**config.mk**
```make
export PLATFORM = sky130hd
export DESIGN_NAME = edo_cycle_decoder
export DESIGN_NICKNAME = d
export VERILOG_FILES = /design/src/rtl/edo_dec_pkg.sv /design/src/rtl/edo_strobe_sampler.sv /design/src/rtl/edo_cycle_tracker.sv /design/src/rtl/edo_lane_drive.sv /design/src/rtl/edo_cycle_decoder.sv
export SDC_FILE = /design/constraint.sdc
export NUM_CORES = 1
export LEC_CHECK = 0
export BUFFER_PORTS_ARGS = -buffer_cell sky130_fd_sc_hd__buf_4
export CAP_MARGIN = 0
export CELL_PAD_IN_SITES_DETAIL_PLACEMENT = 1
export CELL_PAD_IN_SITES_GLOBAL_PLACEMENT = 1
export CORE_UTILIZATION = 44
export CTS_CLUSTER_DIAMETER = 40
export DETAILED_ROUTE_END_ITERATION = 8
export PLACE_DENSITY_LB_ADDON = 0.1
export SYNTH_ARGS = -nofsm -noshare
export SYNTH_HDL_FRONTEND = slang
export SYNTH_SLANG_ARGS = --single-unit
```
**constraint.sdc**
```tcl
create_clock -name clk_i -period 1.9 [get_ports clk_i]
set_input_delay 0.38 -clock clk_i [delete_from_list [all_inputs] [get_ports clk_i]]
set_output_delay 0.38 -clock clk_i [all_outputs]
set_load 0.05 [all_outputs]
```
**src/rtl/edo_dec_pkg.sv**
```systemverilog
package edo_dec_pkg;
  typedef enum logic [2:0] {
    CYC_IDLE  = 3'd0,
    CYC_READ  = 3'd1,
    CYC_EWR   = 3'd2,
    CYC_DWR   = 3'd3,
    CYC_RMW   = 3'd4,
    CYC_ROR   = 3'd5,
    CYC_CBR   = 3'd6,
    CYC_RDOFF = 3'd7
  } cyc_e;
endpackage

```
**src/rtl/edo_strobe_sampler.sv**
```systemverilog
module edo_strobe_sampler #(
  parameter int LANES = 2
) (
  input  logic             clk_i,
  input  logic             rst_ni,
  input  logic             ras_n_i,
  input  logic [LANES-1:0] cas_n_i,
  input  logic             we_n_i,
  input  logic             oe_n_i,
  output logic             ras_lo_o,
  output logic             ras_fall_o,
  output logic             ras_rise_o,
  output logic [LANES-1:0] cas_lo_o,
  output logic [LANES-1:0] cas_fall_o,
  output logic             any_cas_lo_o,
  output logic             any_cas_fall_o,
  output logic             we_lo_o,
  output logic             we_fall_o,
  output logic             oe_lo_o
);
  localparam int W = LANES + 3;

  logic [W-1:0] cur_q, prv_q;

  always_ff @(posedge clk_i or negedge rst_ni) begin
    if (!rst_ni) begin
      cur_q <= '1;
      prv_q <= '1;
    end else begin
      cur_q <= {ras_n_i, we_n_i, oe_n_i, cas_n_i};
      prv_q <= cur_q;
    end
  end

  logic [LANES-1:0] cas_c, cas_p;
  assign cas_c = cur_q[LANES-1:0];
  assign cas_p = prv_q[LANES-1:0];

  assign ras_lo_o       = ~cur_q[W-1];
  assign ras_fall_o     =  prv_q[W-1] & ~cur_q[W-1];
  assign ras_rise_o     = ~prv_q[W-1] &  cur_q[W-1];
  assign we_lo_o        = ~cur_q[W-2];
  assign we_fall_o      =  prv_q[W-2] & ~cur_q[W-2];
  assign oe_lo_o        = ~cur_q[W-3];
  assign cas_lo_o       = ~cas_c;
  assign cas_fall_o     =  cas_p & ~cas_c;
  assign any_cas_lo_o   = ~&cas_c;
  assign any_cas_fall_o = (&cas_p) & ~(&cas_c);
endmodule

```
**src/rtl/edo_cycle_tracker.sv**
```systemverilog
module edo_cycle_tracker
  import edo_dec_pkg::*;
#(
  parameter int LANES = 2
) (
  input  logic             clk_i,
  input  logic             rst_ni,
  input  logic             ras_lo_i,
  input  logic             ras_fall_i,
  input  logic             ras_rise_i,
  input  logic [LANES-1:0] cas_fall_i,
  input  logic             any_cas_lo_i,
  input  logic             any_cas_fall_i,
  input  logic             we_lo_i,
  input  logic             we_fall_i,
  input  logic             oe_lo_i,
  output logic             rd_ok_o,
  output logic             cyc_valid_o,
  output cyc_e             cyc_type_o,
  output logic [LANES-1:0] lane_o,
  output logic             page_o,
  output logic             err_o
);
  logic in_cyc_q, cbr_q, seen_q, first_early_q, acc_early_q;
  logic wr_late_q, rd_q, page_q, err_q;
  logic [LANES-1:0] lane_seen_q, lane_acc_q, lane_mode_q;

  logic acc_early_eff, normal, mism, end_cyc;
  cyc_e type_now;

  assign acc_early_eff = any_cas_fall_i ? we_lo_i : acc_early_q;
  assign normal  = in_cyc_q & ras_lo_i & ~cbr_q & ~ras_fall_i;
  assign rd_ok_o = in_cyc_q & ~cbr_q & ~acc_early_eff;
  assign end_cyc = ras_rise_i & in_cyc_q;

  // a lane joining an open access with a different write level
  always_comb begin
    mism = 1'b0;
    for (int i = 0; i < LANES; i++)
      for (int j = 0; j < LANES; j++)
        if (i != j && cas_fall_i[i] && !any_cas_fall_i && lane_acc_q[j] &&
            (lane_mode_q[j] != we_lo_i))
          mism = 1'b1;
  end

  always_comb begin
    if (cbr_q)                    type_now = CYC_CBR;
    else if (!seen_q)             type_now = CYC_ROR;
    else if (first_early_q)       type_now = CYC_EWR;
    else if (wr_late_q && rd_q)   type_now = CYC_RMW;
    else if (wr_late_q)           type_now = CYC_DWR;
    else if (rd_q)                type_now = CYC_READ;
    else                          type_now = CYC_RDOFF;
  end

  always_ff @(posedge clk_i or negedge rst_ni) begin
    if (!rst_ni) begin
      in_cyc_q <= 1'b0; cbr_q <= 1'b0; seen_q <= 1'b0;
      first_early_q <= 1'b0; acc_early_q <= 1'b0;
      wr_late_q <= 1'b0; rd_q <= 1'b0; page_q <= 1'b0; err_q <= 1'b0;
      lane_seen_q <= '0; lane_acc_q <= '0; lane_mode_q <= '0;
    end else if (ras_fall_i) begin
      in_cyc_q <= 1'b1;
      cbr_q <= any_cas_lo_i;
      seen_q <= 1'b0; first_early_q <= 1'b0; acc_early_q <= 1'b0;
      wr_late_q <= 1'b0; rd_q <= 1'b0; page_q <= 1'b0;
      lane_seen_q <= '0; lane_acc_q <= '0;
    end else if (normal) begin
      if (any_cas_fall_i) begin
        seen_q <= 1'b1;
        acc_early_q <= we_lo_i;
        if (seen_q) page_q <= 1'b1;
        else        first_early_q <= we_lo_i;
      end
      lane_acc_q  <= any_cas_fall_i ? cas_fall_i : (lane_acc_q | cas_fall_i);
      lane_seen_q <= lane_seen_q | cas_fall_i;
      for (int i = 0; i < LANES; i++)
        if (cas_fall_i[i]) lane_mode_q[i] <= we_lo_i;
      if (we_fall_i && any_cas_lo_i && !acc_early_eff) wr_late_q <= 1'b1;
      if (any_cas_lo_i && oe_lo_i && !we_lo_i && !acc_early_eff) rd_q <= 1'b1;
      if (mism) err_q <= 1'b1;
    end else if (end_cyc) begin
      in_cyc_q <= 1'b0;
    end
  end

  always_ff @(posedge clk_i or negedge rst_ni) begin
    if (!rst_ni) begin
      cyc_valid_o <= 1'b0;
      cyc_type_o  <= CYC_IDLE;
      lane_o      <= '0;
      page_o      <= 1'b0;
    end else begin
      cyc_valid_o <= end_cyc;
      cyc_type_o  <= end_cyc ? type_now : CYC_IDLE;
      lane_o      <= end_cyc ? lane_seen_q : '0;
      page_o      <= end_cyc & page_q;
    end
  end

  assign err_o = err_q;
endmodule

```
**src/rtl/edo_lane_drive.sv**
```systemverilog
module edo_lane_drive (
  input  logic clk_i,
  input  logic rst_ni,
  input  logic rd_ok_i,
  input  logic ras_lo_i,
  input  logic cas_lo_i,
  input  logic we_lo_i,
  input  logic oe_lo_i,
  output logic drive_o
);
  logic on_c, hold_c;

  assign on_c   = rd_ok_i & ras_lo_i & cas_lo_i & ~we_lo_i & oe_lo_i;
  // output lasts until the later of row and column rising
  assign hold_c = drive_o & oe_lo_i & ~we_lo_i & (ras_lo_i | cas_lo_i);

  always_ff @(posedge clk_i or negedge rst_ni) begin
    if (!rst_ni) drive_o <= 1'b0;
    else         drive_o <= on_c | hold_c;
  end
endmodule

```
**src/rtl/edo_cycle_decoder.sv**
```systemverilog
module edo_cycle_decoder
  import edo_dec_pkg::*;
#(
  parameter int LANES = 2
) (
  input  logic             clk_i,
  input  logic             rst_ni,
  input  logic             ras_n_i,
  input  logic [LANES-1:0] cas_n_i,
  input  logic             we_n_i,
  input  logic             oe_n_i,
  output logic             cyc_valid_o,
  output logic [2:0]       cyc_type_o,
  output logic [LANES-1:0] lane_o,
  output logic             page_o,
  output logic [LANES-1:0] dout_en_o,
  output logic             err_o
);
  logic             ras_lo, ras_fall, ras_rise, any_cas_lo, any_cas_fall;
  logic             we_lo, we_fall, oe_lo, rd_ok;
  logic [LANES-1:0] cas_lo, cas_fall;
  cyc_e             cyc_type;

  edo_strobe_sampler #(.LANES(LANES)) u_smp (
    .clk_i, .rst_ni, .ras_n_i, .cas_n_i, .we_n_i, .oe_n_i,
    .ras_lo_o(ras_lo), .ras_fall_o(ras_fall), .ras_rise_o(ras_rise),
    .cas_lo_o(cas_lo), .cas_fall_o(cas_fall),
    .any_cas_lo_o(any_cas_lo), .any_cas_fall_o(any_cas_fall),
    .we_lo_o(we_lo), .we_fall_o(we_fall), .oe_lo_o(oe_lo)
  );

  edo_cycle_tracker #(.LANES(LANES)) u_trk (
    .clk_i, .rst_ni,
    .ras_lo_i(ras_lo), .ras_fall_i(ras_fall), .ras_rise_i(ras_rise),
    .cas_fall_i(cas_fall), .any_cas_lo_i(any_cas_lo),
    .any_cas_fall_i(any_cas_fall), .we_lo_i(we_lo), .we_fall_i(we_fall),
    .oe_lo_i(oe_lo), .rd_ok_o(rd_ok), .cyc_valid_o(cyc_valid_o),
    .cyc_type_o(cyc_type), .lane_o(lane_o), .page_o(page_o), .err_o(err_o)
  );

  assign cyc_type_o = cyc_type;

  for (genvar g = 0; g < LANES; g++) begin : g_lane
    edo_lane_drive u_drv (
      .clk_i, .rst_ni, .rd_ok_i(rd_ok), .ras_lo_i(ras_lo),
      .cas_lo_i(cas_lo[g]), .we_lo_i(we_lo), .oe_lo_i(oe_lo),
      .drive_o(dout_en_o[g])
    );
  end
endmodule

```
==> qor.txt, run 1 <==
Status -> finished, final reports clean
Switching Power -> 0.439 mW
Primary FF master, synth -> dfrtp_1
VDD IR max -> 587 uV
DP Wirelength -> 2.04 mm
Die H -> 58.8 microns
Post-CTS sizing -> 0
Layout area overhead -> 18.0%
Starting density of the core -> 46.6%
Mapped Nets -> 130
Dpl cells -> 176
Commonest cells in the netlist -> dfrtp_1, nand2_1, dfstp_2
Clock skew -> 0.00540 ns
IO Count -> 17
CP max FO -> 6
CTS root buf -> clkbuf_4
Fin cells -> 185
DRC viols -> 0
Setup Viol. Count Final -> 0
Total CTS buffers -> 5
Final Slew Violations -> 0
Simple-gate share of the synthesized area -> 18.6%
CTS tree -> done
RSZ-0062 raised after global routing -> false
Number of port buffers -> 16
Routed WL per cell -> 15.7 microns
Yosys top cell area share -> 42.3%
Initial antenna violation count -> 0
DRT iter0 DRCs -> 18
WP data arrival -> 1.85 ns
PwrDens -> 1020 mW/mm^2
Vias -> 974
Switching part of the total -> 25.8%
Sequential element share of the synthesized area -> 58.9%
Required @ worst endpoint -> 2.12 ns
Kind of critical path -> reg2reg
H-tree lvl count -> 2
Synth Area in Adders -> 2.46%
Clock network power share -> 38.5%
Clock sink count -> 33
TritonRoute pass-1 iters -> 4
Gate Count Post-Synth -> 121
Gr ovfl total -> 0
P_int -> 1.27 mW
Ant. Diodes -> 0
Yosys top cell by area -> dfrtp_1
Pin count of the biggest net entering global routing -> 34
Total power -> 1.70 mW
Relative slew slack -> 72.4%
Startpoint Class -> flop
CTS max path bufs -> 2
Gate power share -> 12.5%
Flops & latches, synth -> 33
Net count, final -> 149
Worst setup EP type -> flop
Synthesis Warnings -> 0
Largest cells by area after synthesis -> dfrtp_1, dfstp_2, nand2_1, o311ai_1, and2_1
Vias per cell -> 5.26
# rows -> 20
Post-synthesis xor/xnor area fraction -> 1.23%
Syn Std Cell Area -> 0.00142 sq mm
Measured slew at the worst slew-check pin -> 0.414 ns
Compound-Gate Fraction of Synth Area -> 12.6%
Worst Hold Class -> in2reg
Core ar. -> 0.00305 sq mm
Detailed Route WL -> 2.90 mm
Fmax -> 612 MHz
Max-capacitance violation count -> 0
RePlAce Congestion -> 0.816
Avg Inst Size Synth -> 11.7 sq um
Core Util, Final -> 55.0%
Post-route ant nets -> 0
Tot GR Track Use -> 20.1%
Final Hold Fails -> 0
Die width -> 58.8 microns
Die area -> 0.00346 sq mm
Leak Pwr -> 0.763 nW
Worst-case hold slack -> 0.140 ns
Number of synthesized flops with an enable pin -> 0
Fin crit period -> 1.63 ns
Global-route wire length before repair -> 4.98 mm
Reg clk slew, reported paths -> 0.11 ns
Count leader, synth -> dfrtp_1
Layout cell share with drive strength beyond 1 -> 27.7%
Multiplexer area fraction after synthesis -> 1.41%
Crit share post-route -> 86.0%
Worst skew pair latency -> 0.34 ns
Part of the power in registers -> 49.0%
Largest family of logic cells by synthesized area -> simple AND/OR/NAND/NOR gates
Asr flop ratio synth -> 100%
TNS Setup -> 0 ns
Vias in the first global route -> 1,033
Synth cell types -> 36
[cells by family after synthesis]
| kind of cell | count (synthesis) |
|---|---|
| xor+xnor | 2 |
| mux | 2 |
| fa+ha+maj | 3 |
| buf+inv | 14 |
| simple gates | 43 |
| compound gates | 24 |
| flops | 33 |
[worst max-delay path, stage by stage, from the launching register on]
cell and delay [ns]:
dfrtp_1 0.45, or3b_1 0.56, o311ai_1 0.35, o311ai_1 0.15
[flip-flops by register name (all words and copies together) (netlist names), 2 cells and up]
signal and flops:
u_smp.cur_q 5, u_smp.prv_q 4, u_trk.cyc_type_o 3, g_lane.u_drv.drive_o 2, u_trk.lane_acc_q 2, u_trk.lane_mode_q 2, u_trk.lane_o 2, u_trk.lane_seen_q 2
[layer usage]
layer	vias to the layer above	GRT usage, %	part of all wire (%)	wire [microns]
met5	-	0	0	0
met4	0	7.14	1.5	44
met3	6	6.59	3.7	108
met2	18	33.9	50	1470
met1	498	23.9	44	1280
li1	452	-	-	-
[layout by cell type (no fill, tap or decap), types with 3 or more instances in the layout]
cell type,netlist,layout
nand2b_1,4,4
and2_1,5,5
dfstp_2,9,9
clkbuf_4,0,5
a21oi_1,6,6
dfrtp_1,24,24
o311ai_1,4,4
inv_1,8,8
o21ai_0,5,5
nand2_1,17,17
nand3b_1,3,3
buf_4,2,17
[through the flow]
stage	instance area [sq um]	worst slack, ns
2_1_floorplan	1420	0.435
3_3_place_gp	1570	0.359
3_5_place_dp	1570	0.286
4_1_cts	1680	0.265
5_1_grt	1680	0.173
6_report	1680	0.266
[final timing paths]
path                                     startpoint                            end  slack, ns  cells after the start
min in group asynchronous                    rst_ni  u_trk.cyc_type_o[2]$_DFF_PN0_       0.50                      2
setup / recovery            u_trk.cbr_q$_DFFE_PN0P_  u_trk.acc_early_q$_DFFE_PN0P_       0.27                      3
hold reg to reg            u_smp.cur_q[0]$_DFF_PN1_       u_smp.prv_q[0]$_DFF_PN1_       0.41                      0
setup reg to reg            u_trk.cbr_q$_DFFE_PN0P_  u_trk.acc_early_q$_DFFE_PN0P_       0.27                      3
hold / removal                           cas_n_i[1]       u_smp.cur_q[1]$_DFF_PN1_       0.14                      1
max in group asynchronous                    rst_ni       u_smp.cur_q[4]$_DFF_PN1_       1.06                      2
[what timing repair did]
item                                   4_1_cts  5_1_grt
setup buffers                                0        0
hold buffers                                 1        0
endpoints found under the hold margin       24        0
[cell type report]
cell class	count	area [sq um]
clock inverters	3	65.1
fillers	344	1380
well taps	44	55.1
clock buffers	5	37.5
inverters	8	30.0
multi-input cells	74	515
flip-flops and latches	33	837
repair buffers	18	138
[power by group through the flow]
stage | logic (mW) | clock network [mW] | registers, mW
finish | 0.214 | 0.656 | 0.835
global route | 0.237 | 0.687 | 0.847
CTS | 0.217 | 0.669 | 0.836
detailed placement | 0.214 | 0 | 0.848
floorplan | 0.121 | 0 | 0.864
global placement | 0.206 | 0 | 0.843
(Power assumes the default switching activity.)
==> run 2, diff against run 1 <==
- CORE_ASPECT_RATIO: default -> 0.75
==> run 2 against run 1 <==
  * Clock skew increased by 0.00068 ns
  * Critical endpoint unchanged
  * Register-to-register slack is essentially flat
  * Non-clock buffer count decreased by 1
  * Setup slack got worse by 0.0036 ns
==> qor.txt, run 2 (same netlist as run 1, synthesis figures left out) <==
Layout cell share with drive strength beyond 1 -> 27.1%
Kind of critical path -> reg2reg
Post-CTS sizing -> 0
Vias per cell -> 5.38
DRT iter0 DRCs -> 57
Fmax -> 611 MHz
TritonRoute pass-1 iters -> 4
Gr ovfl total -> 0
Routed WL per cell -> 16.8 microns
Global-route wire length before repair -> 5.01 mm
Clock skew -> 0.00608 ns
H-tree lvl count -> 2
PwrDens -> 1040 mW/mm^2
Crit-path leading delay family -> simple AND/OR/NAND/NOR gates
R2r endpoint -> u_trk.acc_early_q$_DFFE_PN0P_
Initial antenna violation count -> 0
Tot GR Track Use -> 21.1%
Required @ worst endpoint -> 2.05 ns
# rows -> 17
Worst Hold Class -> in2async
R2R setup slack -> 0.26 ns
Layout area overhead -> 17.8%
Cts hold-fix bufs -> 0
Area of the multi-input gates -> 515 sq um
Clock sink count -> 33
Top reg by flops -> u_smp.cur_q
CP Cell Sequence -> or3b_1 -> o311ai_1 -> o311ai_1
R2R depth -> 3
Crit share post-route -> 86.2%
TNS Setup -> 0 ns
Pin count of the biggest net entering global routing -> 34
Gate power share -> 12.3%
Final Hold Fails -> 0
Post-route ant nets -> 0
Setup Buffers After CTS -> 0
CTS tree -> done
Worst-case hold slack -> 0.0246 ns
Setup Viol. Count Final -> 0
Leak Pwr -> 0.762 nW
DP Wirelength -> 2.08 mm
Part of the power in registers -> 48.2%
Switching part of the total -> 25.9%
Worst skew pair latency -> 0.28 ns
Reg clk slew, reported paths -> 0.07 ns
Max reg flops -> 5
RePlAce Congestion -> 0.788
Clock network power share -> 39.4%
Starting density of the core -> 47.4%
Vias in the first global route -> 997
Most frequent cells in the layout -> dfrtp_1, nand2_1, buf_4
Final Slew Violations -> 0
Layout fillers -> 328
Most common cell after layout, fill and taps aside -> dfrtp_1
Die H -> 51.2 microns
Detailed Route WL -> 2.99 mm
Max-capacitance violation count -> 0
Core ar. -> 0.00300 sq mm
Largest registers -> u_smp.cur_q: 5 flops, u_smp.prv_q: 4 flops, u_trk.cyc_type_o: 3 flops
Fin crit period -> 1.64 ns
VDD IR max -> 520 uV
Status -> finished, final reports clean
Worst setup EP type -> flop
RSZ-0062 raised after global routing -> false
P_int -> 1.29 mW
Core Util, Final -> 55.8%
Slowest-stage cell, CP -> or3b_1
Startpoint Class -> flop
Total CTS buffers -> 5
Ant. Diodes -> 0
DRC viols -> 0
IO Count -> 17
CP most frequent cell -> o311ai_1
CP max FO -> 6
Measured slew at the worst slew-check pin -> 0.412 ns
Vias -> 958
Area occupied by registers -> 837 sq um
Net count, final -> 148
Switching Power -> 0.450 mW
Number of port buffers -> 16
Buf+Inv Stages, Crit Path -> 0
Die area -> 0.00346 sq mm
WP data arrival -> 1.78 ns
Relative slew slack -> 72.6%
CTS max path bufs -> 2
CTS root buf -> clkbuf_8
Worst R2R Start -> u_trk.cbr_q$_DFFE_PN0P_
Die width -> 67.6 microns
Crit-path max cell delay -> 0.57 ns
-- run 2: cell type report --
class	instances	area share (%)
Sequential cell	33	50.0
Multi-Input combinational cell	74	30.8
Timing Repair Buffer	17	7.62
Clock buffer	7	5.16
Tap cell	38	2.84
Clock inverter	1	1.79
Inverter	8	1.79
-- run 2: layer usage --
metal / global-route usage [%] / part of all wire [%]
met5: 0 / 0
met4: 10.6 / 0.94
met3: 6.03 / 3.0
met2: 30.9 / 48
met1: 28.1 / 48
-- run 2: metrics by stage --
| step | cell area (sq um) | cells | setup slack [ns] | total power, mW |
|---|---|---|---|---|
| CTS | 1670 | 178 | 0.260 | 1.75 |
| floorplan | 1420 | 121 | 0.435 | 0.985 |
| detailed placement | 1560 | 170 | 0.280 | 1.07 |
| global placement | 1560 | 170 | 0.361 | 1.05 |
| global route | 1670 | 178 | 0.191 | 1.81 |
| finish | 1670 | 178 | 0.263 | 1.73 |
-- run 2: worst max path at each step --
stage / start / end / slack, ns / cells past startpoint
finish: u_trk.cbr_q$_DFFE_PN0P_ / u_trk.acc_early_q$_DFFE_PN0P_ / 0.26 / 3
global route: u_trk.cbr_q$_DFFE_PN0P_ / u_trk.acc_early_q$_DFFE_PN0P_ / 0.19 / 3
CTS: u_trk.cbr_q$_DFFE_PN0P_ / u_trk.first_early_q$_DFFE_PN0P_ / 0.26 / 3
detailed placement: u_trk.cbr_q$_DFFE_PN0P_ / u_trk.first_early_q$_DFFE_PN0P_ / 0.28 / 3
global placement: u_trk.cbr_q$_DFFE_PN0P_ / u_trk.first_early_q$_DFFE_PN0P_ / 0.36 / 3
floorplan: u_trk.cbr_q$_DFFE_PN0P_ / u_trk.acc_early_q$_DFFE_PN0P_ / 0.44 / 4
-- run 2: power by group through the flow --
stage                     clock network, mW  logic, mW  registers, mW
after floorplan                           0      0.121          0.864
after global placement                    0      0.206          0.845
after detailed placement                  0      0.216          0.850
after CTS                             0.697      0.217          0.838
after global routing                  0.723      0.239          0.848
final                                 0.684      0.214          0.837
-- run 2: worst register-to-register path, stage by stage, from the launching register on --
cell      delay, ns
dfrtp_1        0.44
or3b_1         0.57
o311ai_1       0.34
o311ai_1       0.15
==> run 3, diff against run 2 <==
- CELL_PAD_IN_SITES_GLOBAL_PLACEMENT: 1 -> 2
- CORE_UTILIZATION: 44 -> 37
==> run 3 against run 2 <==
  * Non-clock buffer count unchanged
  * Highest routed layer unchanged
  * Flip-flop and latch count is the same
  * Register-to-register slack about the same
  * Via count decreased by 2.1%
  * Fmax increased by 0.36%
  * Hold slack better by 0.0066 ns
  * Global-route usage decreased by 5.0 points
  * Clock skew fell by 0.0020 ns
  * Combinational power is 2% lower
  * Critical path type unchanged
  * Die area up 18%
  * Sequential share of layout area fell by 0.075 points
==> qor.txt, run 3 (same netlist as run 1, synthesis figures left out) <==
Post-route ant nets -> 0
Final Slew Violations -> 0
Worst Hold Class -> in2async
Reg clk slew, reported paths -> 0.07 ns
H-tree lvl count -> 2
Setup Viol. Count Final -> 0
Required @ worst endpoint -> 2.05 ns
# rows -> 19
Worst-case hold slack -> 0.0312 ns
CP Cell Sequence -> or3b_1 -> nor3_1 -> o311ai_1
Net count, final -> 148
Ant. Diodes -> 0
Gate power share -> 12.9%
Layout fillers -> 417
Fmax -> 613 MHz
Starting density of the core -> 38.8%
Layout cell share with drive strength beyond 1 -> 27.9%
Crit share post-route -> 85.9%
CTS tree -> done
Largest registers -> u_smp.cur_q: 5 flops, u_smp.prv_q: 4 flops, u_trk.cyc_type_o: 3 flops
Worst skew pair latency -> 0.28 ns
Measured slew at the worst slew-check pin -> 0.410 ns
Total CTS buffers -> 5
RePlAce Congestion -> 0.762
Initial antenna violation count -> 0
Final instance area -> 0.00168 sq mm
Switching part of the total -> 27.0%
Switching Power -> 0.438 mW
Kind of critical path -> reg2reg
Max-capacitance violation count -> 0
Setup Buffers After CTS -> 0
Die width -> 73.6 microns
Die H -> 55.7 microns
Dpl cells -> 184
Startpoint Class -> flop
Vias per cell -> 4.89
Cts hold-fix bufs -> 0
P_int -> 1.18 mW
Vias in the first global route -> 1,004
Top reg by flops -> u_smp.cur_q
Global-route wire length before repair -> 4.75 mm
Detailed Route WL -> 2.78 mm
Fin crit period -> 1.63 ns
Total power -> 1.62 mW
Area of the multi-input gates -> 515 sq um
Clock sink count -> 33
IO Count -> 17
Max reg flops -> 5
Clock network power share -> 35.6%
Part of the power in registers -> 51.5%
Routed WL per cell -> 14.5 microns
CTS max path bufs -> 2
DRT iter0 DRCs -> 34
Die area -> 0.00410 sq mm
Area occupied by registers -> 837 sq um
Layout area overhead -> 18.0%
Fin cells -> 192
Most frequent cells in the layout -> dfrtp_1, nand2_1, buf_4
Post-CTS sizing -> 0
DP Wirelength -> 2.00 mm
Clock skew -> 0.00412 ns
Core ar. -> 0.00366 sq mm
Final Hold Fails -> 0
Status -> finished, final reports clean
Gr ovfl total -> 0
Relative slew slack -> 72.7%
Pin count of the biggest net entering global routing -> 34
Most common cell after layout, fill and taps aside -> dfrtp_1
RSZ-0062 raised after global routing -> false
Slowest-stage cell, CP -> or3b_1
Number of port buffers -> 16
Tot GR Track Use -> 16.1%
Leak Pwr -> 0.758 nW
VDD IR max -> 440 uV
Vias -> 938
Crit-path max cell delay -> 0.55 ns
Placed cell areas -> 0.00158 sq mm
PwrDens -> 968 mW/mm^2
TritonRoute pass-1 iters -> 4
DRC viols -> 0
WP data arrival -> 1.78 ns
CP max FO -> 6
TNS Setup -> 0 ns
Worst setup EP type -> flop
CTS root buf -> clkbuf_8
run 3: power groups by stage:
stage | logic (mW) | registers [mW] | clock network, mW
after floorplan | 0.121 | 0.864 | 0
after global placement | 0.209 | 0.846 | 0
after detailed placement | 0.215 | 0.847 | 0
after CTS | 0.214 | 0.836 | 0.595
after global routing | 0.236 | 0.845 | 0.617
final | 0.210 | 0.835 | 0.577
run 3: worst paths after layout:
| check | from | endpoint | slack (ns) | cells past startpoint |
|---|---|---|---|---|
| setup / recovery | u_trk.cbr_q$_DFFE_PN0P_ | u_trk.lane_acc_q[1]$_DFFE_PN0P_ | 0.27 | 3 |
| hold / removal | rst_ni | u_trk.lane_seen_q[0]$_DFFE_PN0P_ | 0.03 | 1 |
| setup reg to reg | u_trk.cbr_q$_DFFE_PN0P_ | u_trk.lane_acc_q[1]$_DFFE_PN0P_ | 0.27 | 3 |
| hold reg to reg | u_smp.cur_q[0]$_DFF_PN1_ | u_smp.prv_q[0]$_DFF_PN1_ | 0.41 | 0 |
| max in group asynchronous | rst_ni | u_smp.prv_q[4]$_DFF_PN1_ | 1.54 | 1 |
| min in group clk_i | we_n_i | u_smp.cur_q[3]$_DFF_PN1_ | 0.20 | 1 |
run 3: layout make-up:
| class | count | area share [%] |
|---|---|---|
| Sequential cell | 33 | 49.9 |
| Multi-Input combinational cell | 74 | 30.7 |
| Timing Repair Buffer | 17 | 7.61 |
| Clock buffer | 7 | 5.75 |
| Tap cell | 52 | 3.88 |
| Inverter | 8 | 1.79 |
| Clock inverter | 1 | 0.299 |
run 3: critical path, delay by kind of cell, from the launching register on:
kind | cells | cell delay (ns)
and+or+nand+nor | 2 | 0.92
DFF | 1 | 0.44
AOI/OAI and AO/OA | 1 | 0.14
run 3: per-stage QoR:
step	worst slack [ns]	utilization [%]
global route	0.157	45.8
finish	0.268	45.8
floorplan	0.435	-
detailed placement	0.261	43.0
global placement	0.360	43.0
CTS	0.233	45.8
run 3: routing by layer:
| layer | vias to the layer above | global-route usage [%] | part of all wire [%] |
|---|---|---|---|
| li1 | 451 | - | - |
| met1 | 463 | 22.0 | 50 |
| met2 | 17 | 22.0 | 44 |
| met3 | 7 | 6.52 | 4.4 |
| met4 | 0 | 7.69 | 1.4 |
| met5 | - | 0 | 0 |
